$ cat config.mk
export PLATFORM = sky130hd
export DESIGN_NAME = irq_aggregator
export DESIGN_NICKNAME = d
export VERILOG_FILES = /design/src/rtl/irq_agg_pkg.sv /design/src/rtl/irq_sync.sv /design/src/rtl/irq_detect.sv /design/src/rtl/irq_regs.sv /design/src/rtl/irq_aggregator.sv
export SDC_FILE = /design/constraint.sdc
export NUM_CORES = 1
export LEC_CHECK = 0
export BUFFER_PORTS_ARGS = -buffer_cell sky130_fd_sc_hd__buf_4
export CORE_ASPECT_RATIO = 1.5
export CORE_MARGIN = 3
export CORE_UTILIZATION = 60
export CTS_BUF_LIST = sky130_fd_sc_hd__clkbuf_4 sky130_fd_sc_hd__clkbuf_8
export DETAILED_ROUTE_END_ITERATION = 10
export PLACE_DENSITY = 0.81
export SKIP_CTS_REPAIR_TIMING = 1
export SLEW_MARGIN = 20
export SYNTH_ARGS = -nofsm -noshare
export SYNTH_HDL_FRONTEND = slang
export SYNTH_SLANG_ARGS = --single-unit
$ cat constraint.sdc
create_clock -name clk -period 6 [get_ports clk]
set_input_delay 0.6 -clock clk [delete_from_list [all_inputs] [get_ports clk]]
set_output_delay 0.6 -clock clk [all_outputs]
set_load 0.05 [all_outputs]
$ cat src/rtl/irq_agg_pkg.sv
package irq_agg_pkg;

    localparam int DATA_W   = 16;
    localparam int ADDR_W   = 3;
    localparam int TRIG_W   = 3;

    typedef enum logic [TRIG_W-1:0] {
        TRIG_OFF  = 3'd0,
        TRIG_FALL = 3'd1,
        TRIG_RISE = 3'd2,
        TRIG_BOTH = 3'd3,
        TRIG_LOW  = 3'd4,
        TRIG_HIGH = 3'd5,
        TRIG_RSV6 = 3'd6,
        TRIG_RSV7 = 3'd7
    } trig_e;

    typedef enum logic [ADDR_W-1:0] {
        RA_PEND   = 3'd0,
        RA_MASK   = 3'd1,
        RA_TRIGLO = 3'd2,
        RA_TRIGHI = 3'd3,
        RA_IDENT  = 3'd4,
        RA_PRST   = 3'd5,
        RA_NONE6  = 3'd6,
        RA_NONE7  = 3'd7
    } reg_addr_e;

    typedef struct packed {
        logic edge_hit;
        logic level_on;
        logic level_mode;
    } det_t;

    function automatic det_t classify(logic [TRIG_W-1:0] code, logic cur, logic prev);
        det_t d;
        d = '0;
        case (trig_e'(code))
            TRIG_FALL: d.edge_hit = prev & ~cur;
            TRIG_RISE: d.edge_hit = ~prev & cur;
            TRIG_BOTH: d.edge_hit = prev ^ cur;
            TRIG_LOW: begin
                d.level_mode = 1'b1;
                d.level_on   = ~cur;
            end
            TRIG_HIGH: begin
                d.level_mode = 1'b1;
                d.level_on   = cur;
            end
            default: d = '0;
        endcase
        return d;
    endfunction

endpackage

$ cat src/rtl/irq_sync.sv
module irq_sync #(
    parameter int WIDTH  = 10,
    parameter int STAGES = 2
) (
    input  logic             clk,
    input  logic             rst,
    input  logic [WIDTH-1:0] raw,
    output logic [WIDTH-1:0] cur,
    output logic [WIDTH-1:0] prev
);
    logic [WIDTH-1:0] pipe [STAGES];
    logic [WIDTH-1:0] last_q;

    always_ff @(posedge clk) begin
        if (rst) begin
            for (int s = 0; s < STAGES; s++) pipe[s] <= '0;
            last_q <= '0;
        end else begin
            pipe[0] <= raw;
            for (int s = 1; s < STAGES; s++) pipe[s] <= pipe[s-1];
            last_q <= pipe[STAGES-1];
        end
    end

    assign cur  = pipe[STAGES-1];
    assign prev = last_q;
endmodule

$ cat src/rtl/irq_detect.sv
module irq_detect
    import irq_agg_pkg::*;
#(
    parameter int NUM_SRC = 10
) (
    input  logic [NUM_SRC-1:0]        cur,
    input  logic [NUM_SRC-1:0]        prev,
    input  logic [NUM_SRC*TRIG_W-1:0] modes,
    output logic [NUM_SRC-1:0]        evt,
    output logic [NUM_SRC-1:0]        lvl,
    output logic [NUM_SRC-1:0]        lvl_mode
);
    for (genvar n = 0; n < NUM_SRC; n++) begin : g_src
        det_t d;
        always_comb d = classify(modes[n*TRIG_W +: TRIG_W], cur[n], prev[n]);
        assign evt[n]      = d.edge_hit;
        assign lvl[n]      = d.level_on;
        assign lvl_mode[n] = d.level_mode;
    end
endmodule

$ cat src/rtl/irq_regs.sv
module irq_regs
    import irq_agg_pkg::*;
#(
    parameter int          NUM_SRC      = 10,
    parameter int          SRCS_PER_REG = 5,
    parameter int          NUM_PERIPH   = 8,
    parameter logic [7:0]  BOARD_ID     = 8'h2A,
    parameter logic [7:0]  LOGIC_VER    = 8'h07
) (
    input  logic                      clk,
    input  logic                      rst,
    input  logic [ADDR_W-1:0]         addr,
    input  logic                      we,
    input  logic [DATA_W-1:0]         wdata,
    input  logic [NUM_SRC-1:0]        evt,
    input  logic [NUM_SRC-1:0]        lvl,
    input  logic [NUM_SRC-1:0]        lvl_mode,
    output logic [DATA_W-1:0]         rdata,
    output logic [NUM_SRC-1:0]        pend,
    output logic [DATA_W-1:0]         mask,
    output logic [NUM_SRC*TRIG_W-1:0] modes,
    output logic [NUM_PERIPH-1:0]     prst
);
    localparam int FIELD_BITS = SRCS_PER_REG * TRIG_W;
    localparam logic [DATA_W-1:0] FIELD_MASK = DATA_W'((1 << FIELD_BITS) - 1);

    logic [DATA_W-1:0]     trig_q [2];
    logic [DATA_W-1:0]     mask_q;
    logic [NUM_SRC-1:0]    pend_q;
    logic [NUM_PERIPH-1:0] prst_q;
    reg_addr_e             ra;

    assign ra = reg_addr_e'(addr);

    wire wr_pend = we && (ra == RA_PEND);

    always_ff @(posedge clk) begin
        if (rst) begin
            trig_q[0] <= '0;
            trig_q[1] <= '0;
            mask_q    <= '1;
            prst_q    <= '0;
        end else if (we) begin
            case (ra)
                RA_MASK:   mask_q    <= wdata;
                RA_TRIGLO: trig_q[0] <= wdata & FIELD_MASK;
                RA_TRIGHI: trig_q[1] <= wdata & FIELD_MASK;
                RA_PRST:   prst_q    <= wdata[NUM_PERIPH-1:0];
                default: ;
            endcase
        end
    end

    for (genvar n = 0; n < NUM_SRC; n++) begin : g_pend
        localparam int BANK = n / SRCS_PER_REG;
        localparam int POS  = (n % SRCS_PER_REG) * TRIG_W;
        assign modes[n*TRIG_W +: TRIG_W] = trig_q[BANK][POS +: TRIG_W];

        logic keep;
        assign keep = !(wr_pend && !wdata[n]);

        always_ff @(posedge clk) begin
            if (rst)              pend_q[n] <= 1'b0;
            else if (lvl_mode[n]) pend_q[n] <= lvl[n];
            else                  pend_q[n] <= evt[n] | (pend_q[n] & keep);
        end
    end

    always_comb begin
        case (ra)
            RA_PEND:   rdata = DATA_W'(pend_q);
            RA_MASK:   rdata = mask_q;
            RA_TRIGLO: rdata = trig_q[0];
            RA_TRIGHI: rdata = trig_q[1];
            RA_IDENT:  rdata = {BOARD_ID, LOGIC_VER};
            RA_PRST:   rdata = DATA_W'(prst_q);
            default:   rdata = '0;
        endcase
    end

    assign pend = pend_q;
    assign mask = mask_q;
    assign prst = prst_q;
endmodule

$ cat src/rtl/irq_aggregator.sv
module irq_aggregator
    import irq_agg_pkg::*;
#(
    parameter int         NUM_SRC      = 10,
    parameter int         SRCS_PER_REG = 5,
    parameter int         NUM_PERIPH   = 8,
    parameter int         SYNC_STAGES  = 2,
    parameter logic [7:0] BOARD_ID     = 8'h2A,
    parameter logic [7:0] LOGIC_VER    = 8'h07
) (
    input  logic                  clk,
    input  logic                  rst,
    input  logic [NUM_SRC-1:0]    src_in,
    input  logic [2:0]            bus_addr,
    input  logic                  bus_we,
    input  logic [15:0]           bus_wdata,
    output logic [15:0]           bus_rdata,
    output logic                  irq_n,
    output logic [NUM_PERIPH-1:0] periph_rst
);
    logic [NUM_SRC-1:0]        s_cur, s_prev;
    logic [NUM_SRC-1:0]        evt_vec, lvl_vec, lvl_mode_vec;
    logic [NUM_SRC-1:0]        status_vec;
    logic [DATA_W-1:0]         mask_vec;
    logic [NUM_SRC*TRIG_W-1:0] mode_vec;
    logic                      irq_n_q;

    irq_sync #(.WIDTH(NUM_SRC), .STAGES(SYNC_STAGES)) u_sync (
        .clk(clk), .rst(rst), .raw(src_in), .cur(s_cur), .prev(s_prev)
    );

    irq_detect #(.NUM_SRC(NUM_SRC)) u_det (
        .cur(s_cur), .prev(s_prev), .modes(mode_vec),
        .evt(evt_vec), .lvl(lvl_vec), .lvl_mode(lvl_mode_vec)
    );

    irq_regs #(
        .NUM_SRC(NUM_SRC), .SRCS_PER_REG(SRCS_PER_REG), .NUM_PERIPH(NUM_PERIPH),
        .BOARD_ID(BOARD_ID), .LOGIC_VER(LOGIC_VER)
    ) u_regs (
        .clk(clk), .rst(rst), .addr(bus_addr), .we(bus_we), .wdata(bus_wdata),
        .evt(evt_vec), .lvl(lvl_vec), .lvl_mode(lvl_mode_vec),
        .rdata(bus_rdata), .pend(status_vec), .mask(mask_vec),
        .modes(mode_vec), .prst(periph_rst)
    );

    always_ff @(posedge clk) begin
        if (rst) irq_n_q <= 1'b1;
        else     irq_n_q <= ~|(status_vec & ~mask_vec[NUM_SRC-1:0]);
    end

    assign irq_n = irq_n_q;
endmodule

# --- Yosys cells after proc, flatten, opt, wreduce, memory -nomap -nowiden ---
# Memory sizes are Yosys's and may differ from the RTL's.
# Index checks and enable logic that the tools add are counted.
classes:
  addsub: 0
  n_mul: 0
  n_div: 0
  n_lt_le_gt_ge: 0
  eq_ne: 55
  n_shift: 0
  n_mux: 46
  n_bitwise: 76
  n_reduce_logical: 36
op_table:
  columns: ["operator", "n"]
  rows:
  - ["$pmux 16 s6", 1]
  - ["$eq 3x2->1 const B", 22]
  - ["$eq 3x3->1 const B", 22]
  - ["$pmux 2 s2", 10]
  - ["$eq 3x1->1 const B", 11]
  - ["$and 1x1->1", 30]
  - ["$mux 15", 2]
  - ["$pmux 1 s3", 10]
  - ["$logic_not 1->1", 21]
  - ["$mux 1", 21]
  - ["$mux 10", 2]
  - ["$not 1->1", 20]
  - ["$or 1x1->1", 14]
  - ["$logic_and 1x1->1", 11]
  - ["$and 10x10->10", 1]
  - ["$not 10->10", 1]
  - ["$reduce_or 10->1", 1]
  - ["$xor 1x1->1", 10]
  - ["$reduce_and 2->1", 2]
  - ["$logic_not 3->1", 1]
totals:
  regBits: 45
  latch_bits: 0
  mem_bits_rw: 50
  romBits: 0
  inputBits: 32
  output_inout_bits: 25
  elab_cells: 229
  n_memories: 2
mem_list:
  columns: ["name", "depth", "width", "rd", "rd_clocked_by_memory_dff", "wr", "line_no", "rtl"]
  rows:
  - ["u_regs.trig_q", 2, 15, 2, 0, 2, "irq_regs.sv:27", "logic [DATA_W-1:0] trig_q [2];"]
  - ["u_sync.pipe", 2, 10, 2, 0, 2, "irq_sync.sv:11", "logic [WIDTH-1:0] pipe [STAGES];"]

# --- Logic depth before layout (Yosys ltp) ---
logic_depth:
  depth_word: 7
  depth_mapped: 6
  ltp_nobuf: 5

# --- Hierarchy ---
# A second synthesis with hierarchy kept.
hier_totals:
  hier_cells: 475
  hier_area_um2: 4868.4
by_module_without_submodules:
  columns: ["module", "instances", "cells_each", "area_per_inst_um2", "seq_area_each_um2"]
  rows:
  - ["irq_regs", 1, 275, 2997.9, 1581.5]
  - ["irq_sync", 1, 73, 957.2, 600.6]
  - ["irq_detect", 1, 110, 800.8, 0.0]
  - ["irq_aggregator", 1, 17, 112.6, 20.0]

# --- Worst setup path before layout ---
# Ideal clock, no wire load.
synth_timing:
  path_kind: "input-to-output"
  from: "in bus_addr[1]"
  to: "out bus_rdata[15]"
  t_arrival_ns: 2.402
  t_required_ns: 5.400
  slack_ns: 2.998
  cell_stages: 5
  n_path_buf: 3
  path_cell_list: "buf_6 > buf_6 > buf_4 > nand2b_1 > nor3b_1"
synth_via:
  elab_chain_len: 2
  elab_cells_between_ends: 7
  classes_between: "eq/ne: 5; mux: 1; reduce/logical: 1"
synth_lines:
  columns: ["item", "line_no", "rtl"]
  rows:
  - ["from (decl)", "irq_aggregator.sv:14", "input logic [2:0] bus_addr,"]
  - ["$eq 3x3->1 (tied with other cells)", "irq_regs.sv:70", "case (ra)"]
  - ["$pmux 16 s6 *", "irq_regs.sv:70", null]
  - ["to (decl)", "irq_aggregator.sv:17", "output logic [15:0] bus_rdata,"]
# Every way passes the cells marked *; elsewhere a longest branch is shown, timed or not.

# --- Worst setup path after layout ---
layout_timing:
  from: "in bus_addr[1]"
  to: "out bus_rdata[11]"
# Same word-level chain as after synthesis.

==> impl_metrics.py <==
metrics = {
    "run_status": {
        "status": "complete, no violations",
    },
    "die": {
        "die_footprint_um2": 8730,
        "rows": 38,
        "die_width_um": 77.3,
        "die_h_um": 113,
        "floorplan.initialDensity": 0.624,
        "placeableCoreArea_um2": 7320,
        "floorplan.io_pins": 57,
    },
    "worst_setup_path": {
        "worstSetupStartpointType": "primary input",
        "worstPathArrival_ns": 2.19,
        "endpoint_kind": "output port",
        "path_class": "primary input to output port",
        "path_max_fanout": 28,
        "critPathRequiredTime_ns": 5.40,
        "timing.reg2reg.worst_path_depth": 5,
    },
    "clock_network": {
        "cts_tree": "done",
        "cts.root.buffer_cell": "clkbuf_8",
        "numClockSinks": 95,
        "clockBufferDepth": 2,
        "tritoncts.num_buffers": 9,
        "clkLatencyLatePin_ns": 0.36,
        "path_clk_slew_ns": 0.09,
        "h-tree-depth": 3,
    },
    "detailed_routing": {
        "met1Wirelength_mm": 3.88,
        "antenna_left": 0,
        "detail_route.iter0.violations": 222,
        "dr.max_layer_used": "met4",
        "route.met3.wl_um": 530,
        "detail_route.first_pass.iterations": 4,
        "drt_wl_total_mm": 9.92,
        "vias": 3340,
        "met2WireLength_mm": 5.23,
        "drt_drc_violations_left": 0,
        "vias_per_cell": 5.64,
        "avgRoutedWirePerCell_um": 16.8,
    },
    "power_and_ir_drop": {
        "p_sw_frac": 0.269,
        "clockPowerShare": 0.313,
        "p_comb_frac": 0.146,
        "power.density_nw_per_um2": 258,
        "switching_power_uw": 361,
        "pwr-share-seq": 0.541,
        "ir_worst_vdd_mv": 0.196,
        "internal-power_uw": 982,
        "cellLeakagePower_uw": 0.00195,
    },
    "timing": {
        "rsz0062_at_grt": "no",
        "max_clock_freq_ghz": 0.359,
        "period_share": 0.464,
        "hold_viol": 0,
        "fin_ws_ns": 3.21,
        "report.final.setup_viol": 0,
        "finalSetupTns_ns": 0,
        "drv_slew": 0,
        "slew-limit-headroom": 0.371,
        "timing.final.crit_period_ns": 2.79,
        "skew_ns": 0.00993,
        "tightestPinTransition_ns": 0.939,
    },
    "synth": {
        "synth.lib_cells_used.distinct": 44,
        "synthesis.area_um2": 4570,
        "syn-instance-count": 441,
        "synth-seq-area-share": 0.482,
        "share_of_synthesized_registers_carrying_an_async_set_or_reset": 0,
        "yosysWarningCount": 0,
        "mappedNetlistNets": 493,
        "synth_edf_count": 30,
        "yosys_most_used_dff": "dfxtp_1",
        "flop_and_latch_count_out_of_synthesis": 95,
        "syn_avg_cell_area_um2": 10.4,
    },
    "cells_and_area": {
        "nFillCells": 579,
        "multiInputGateArea_um2": 2120,
        "layout.area.seq_um2": 2200,
        "final_net_count": 539,
        "area_delta_synth_final_pct": 13.8,
        "antenna_cells": 0,
        "layout-drive-gt1-share": 0.217,
        "final_area_um2": 5200,
    },
    "placement": {
        "postPlaceCellArea_um2": 5000,
        "dp_hpwl_mm": 6.80,
        "preCtsSetupSlack_ns": 3.23,
        "finalWeightedCongestion": 0.880,
        "port_buffers": 56,
    },
    "worst_hold_path": {
        "hold_path.class": "primary input to flop",
        "timing.hold.worst_path_depth": 2,
    },
    "global_route": {
        "antenna_found_initial": 0,
        "total_congestion_overflow": 0,
        "grt_use_total": 0.240,
        "number_of_global_route_vias_before_repair": 3263,
        "grt_first_pass_wirelength_mm": 16.2,
        "grt_max_degree": 50,
    },
    "run": {
        "maxCapViolations": 0,
    },
}
flip-flops by register name, indices dropped and copies added (netlist names):
register       cells
u_sync.prev       10
u_regs.mask       16
u_regs.trig_q     30
u_regs.prst        8
u_regs.pend       10
u_sync.pipe       20
irq_n              1
synthesized netlist by cell type, types with 2 or more instances:
master	n	area [um2]
nand4bb_1	2	22.5
a311oi_1	6	52.6
nor2b_1	43	269
a41oi_1	2	17.5
a31o_2	3	26.3
mux2i_1	17	170
xor2_1	2	17.5
nor2_1	14	52.6
dfxtp_1	65	1300
buf_1	3	11.3
xnor2_1	8	70.1
o21ai_2	7	61.3
ha_1	20	250
buf_4	2	15.0
edfxtp_1	30	901
o21ai_1	3	15.0
nand2_1	39	146
mux2_2	8	90.1
o22ai_1	11	68.8
o21ai_0	14	70.1
a31oi_1	4	25.0
mux4_2	6	135
buf_6	4	45.0
a22oi_1	9	67.6
clkbuf_1	9	33.8
a2bb2oi_1	2	17.5
buf_2	4	20.0
nor4bb_1	4	40.0
nor3b_1	9	67.6
inv_1	35	131
a21oi_1	16	80.1
and2_1	15	93.8
or2_2	6	37.5
nand2b_1	9	56.3
stage by stage:
stage	utilization	std cells	hold WS [ns]	total power (uW)
2_1_floorplan	-	441	0.414	870
3_3_place_gp	0.684	576	0.419	931
3_5_place_dp	0.684	576	0.427	937
4_1_cts	0.710	592	0.431	1350
5_1_grt	0.710	592	0.436	1400
6_report	0.710	592	0.442	1340
worst paths after layout:
path	from	end	slack, ns
max	bus_addr[1]	bus_rdata[11]	3.21
min reg2reg	u_sync.pipe[0][9]	u_sync.pipe[0][19]	0.44
max reg2reg	u_sync.pipe[0][18]	u_regs.pend[8]	4.61
min	src_in[0]	u_sync.pipe[0][0]	0.44
cell type report:
class | instances | area share
multi-input cells | 289 | 0.407
clock buffers | 11 | 0.0267
well taps | 100 | 0.0241
repair buffers | 57 | 0.0823
clock inverters | 5 | 0.0111
flip-flops and latches | 95 | 0.423
inverters | 35 | 0.0253
power by group through the flow:
stage	sequential [uW]	clock [uW]	combinational (uW)
2_1_floorplan	735	0	135
3_3_place_gp	739	0	192
3_5_place_dp	741	0	196
4_1_cts	726	428	197
5_1_grt	732	458	212
6_report	726	421	196
kinds of logic after synthesis:
kind of cell / share of synthesized area
AO/OA/AOI/OAI: 0.117
buffers and inverters: 0.0561
adder cells (fa/ha/maj): 0.0547
flip-flops: 0.482
multiplexers: 0.0865
AND/OR/NAND/NOR: 0.185
XOR/XNOR: 0.0192
layer usage:
| metal | global-route usage | vias to the layer above |
|---|---|---|
| met3 | 0.0446 | 18 |
| met5 | 0 | - |
| met2 | 0.430 | 92 |
| li1 | - | 1619 |
| met1 | 0.277 | 1611 |
| met4 | 0.103 | 0 |
layout by cell type, fill, tap and decap left out, drive strengths merged, types with 3 or more instances in the layout:
cell type | Yosys | layout
a31o | 3 | 3
a311oi | 6 | 6
clkbuf | 9 | 11
nor2b | 43 | 43
o21ai | 24 | 24
nor4bb | 4 | 4
mux2i | 17 | 17
dfxtp | 65 | 65
o22ai | 11 | 11
a21oi | 16 | 16
nand2b | 9 | 9
or2 | 6 | 6
mux2 | 8 | 8
buf | 13 | 57
nor2 | 14 | 14
nor3b | 9 | 9
xnor2 | 8 | 8
edfxtp | 30 | 30
nand2 | 39 | 39
a22oi | 9 | 9
inv | 35 | 37
a31oi | 4 | 4
mux4 | 6 | 6
ha | 20 | 20
and2 | 15 | 15
worst max-delay path: stages:
cell and delay (ns):
buf_4 0.31, nor2b_1 0.62, a22oi_1 0.18, o21ai_0 0.22, buf_4 0.24
(Power assumes the default switching activity.)
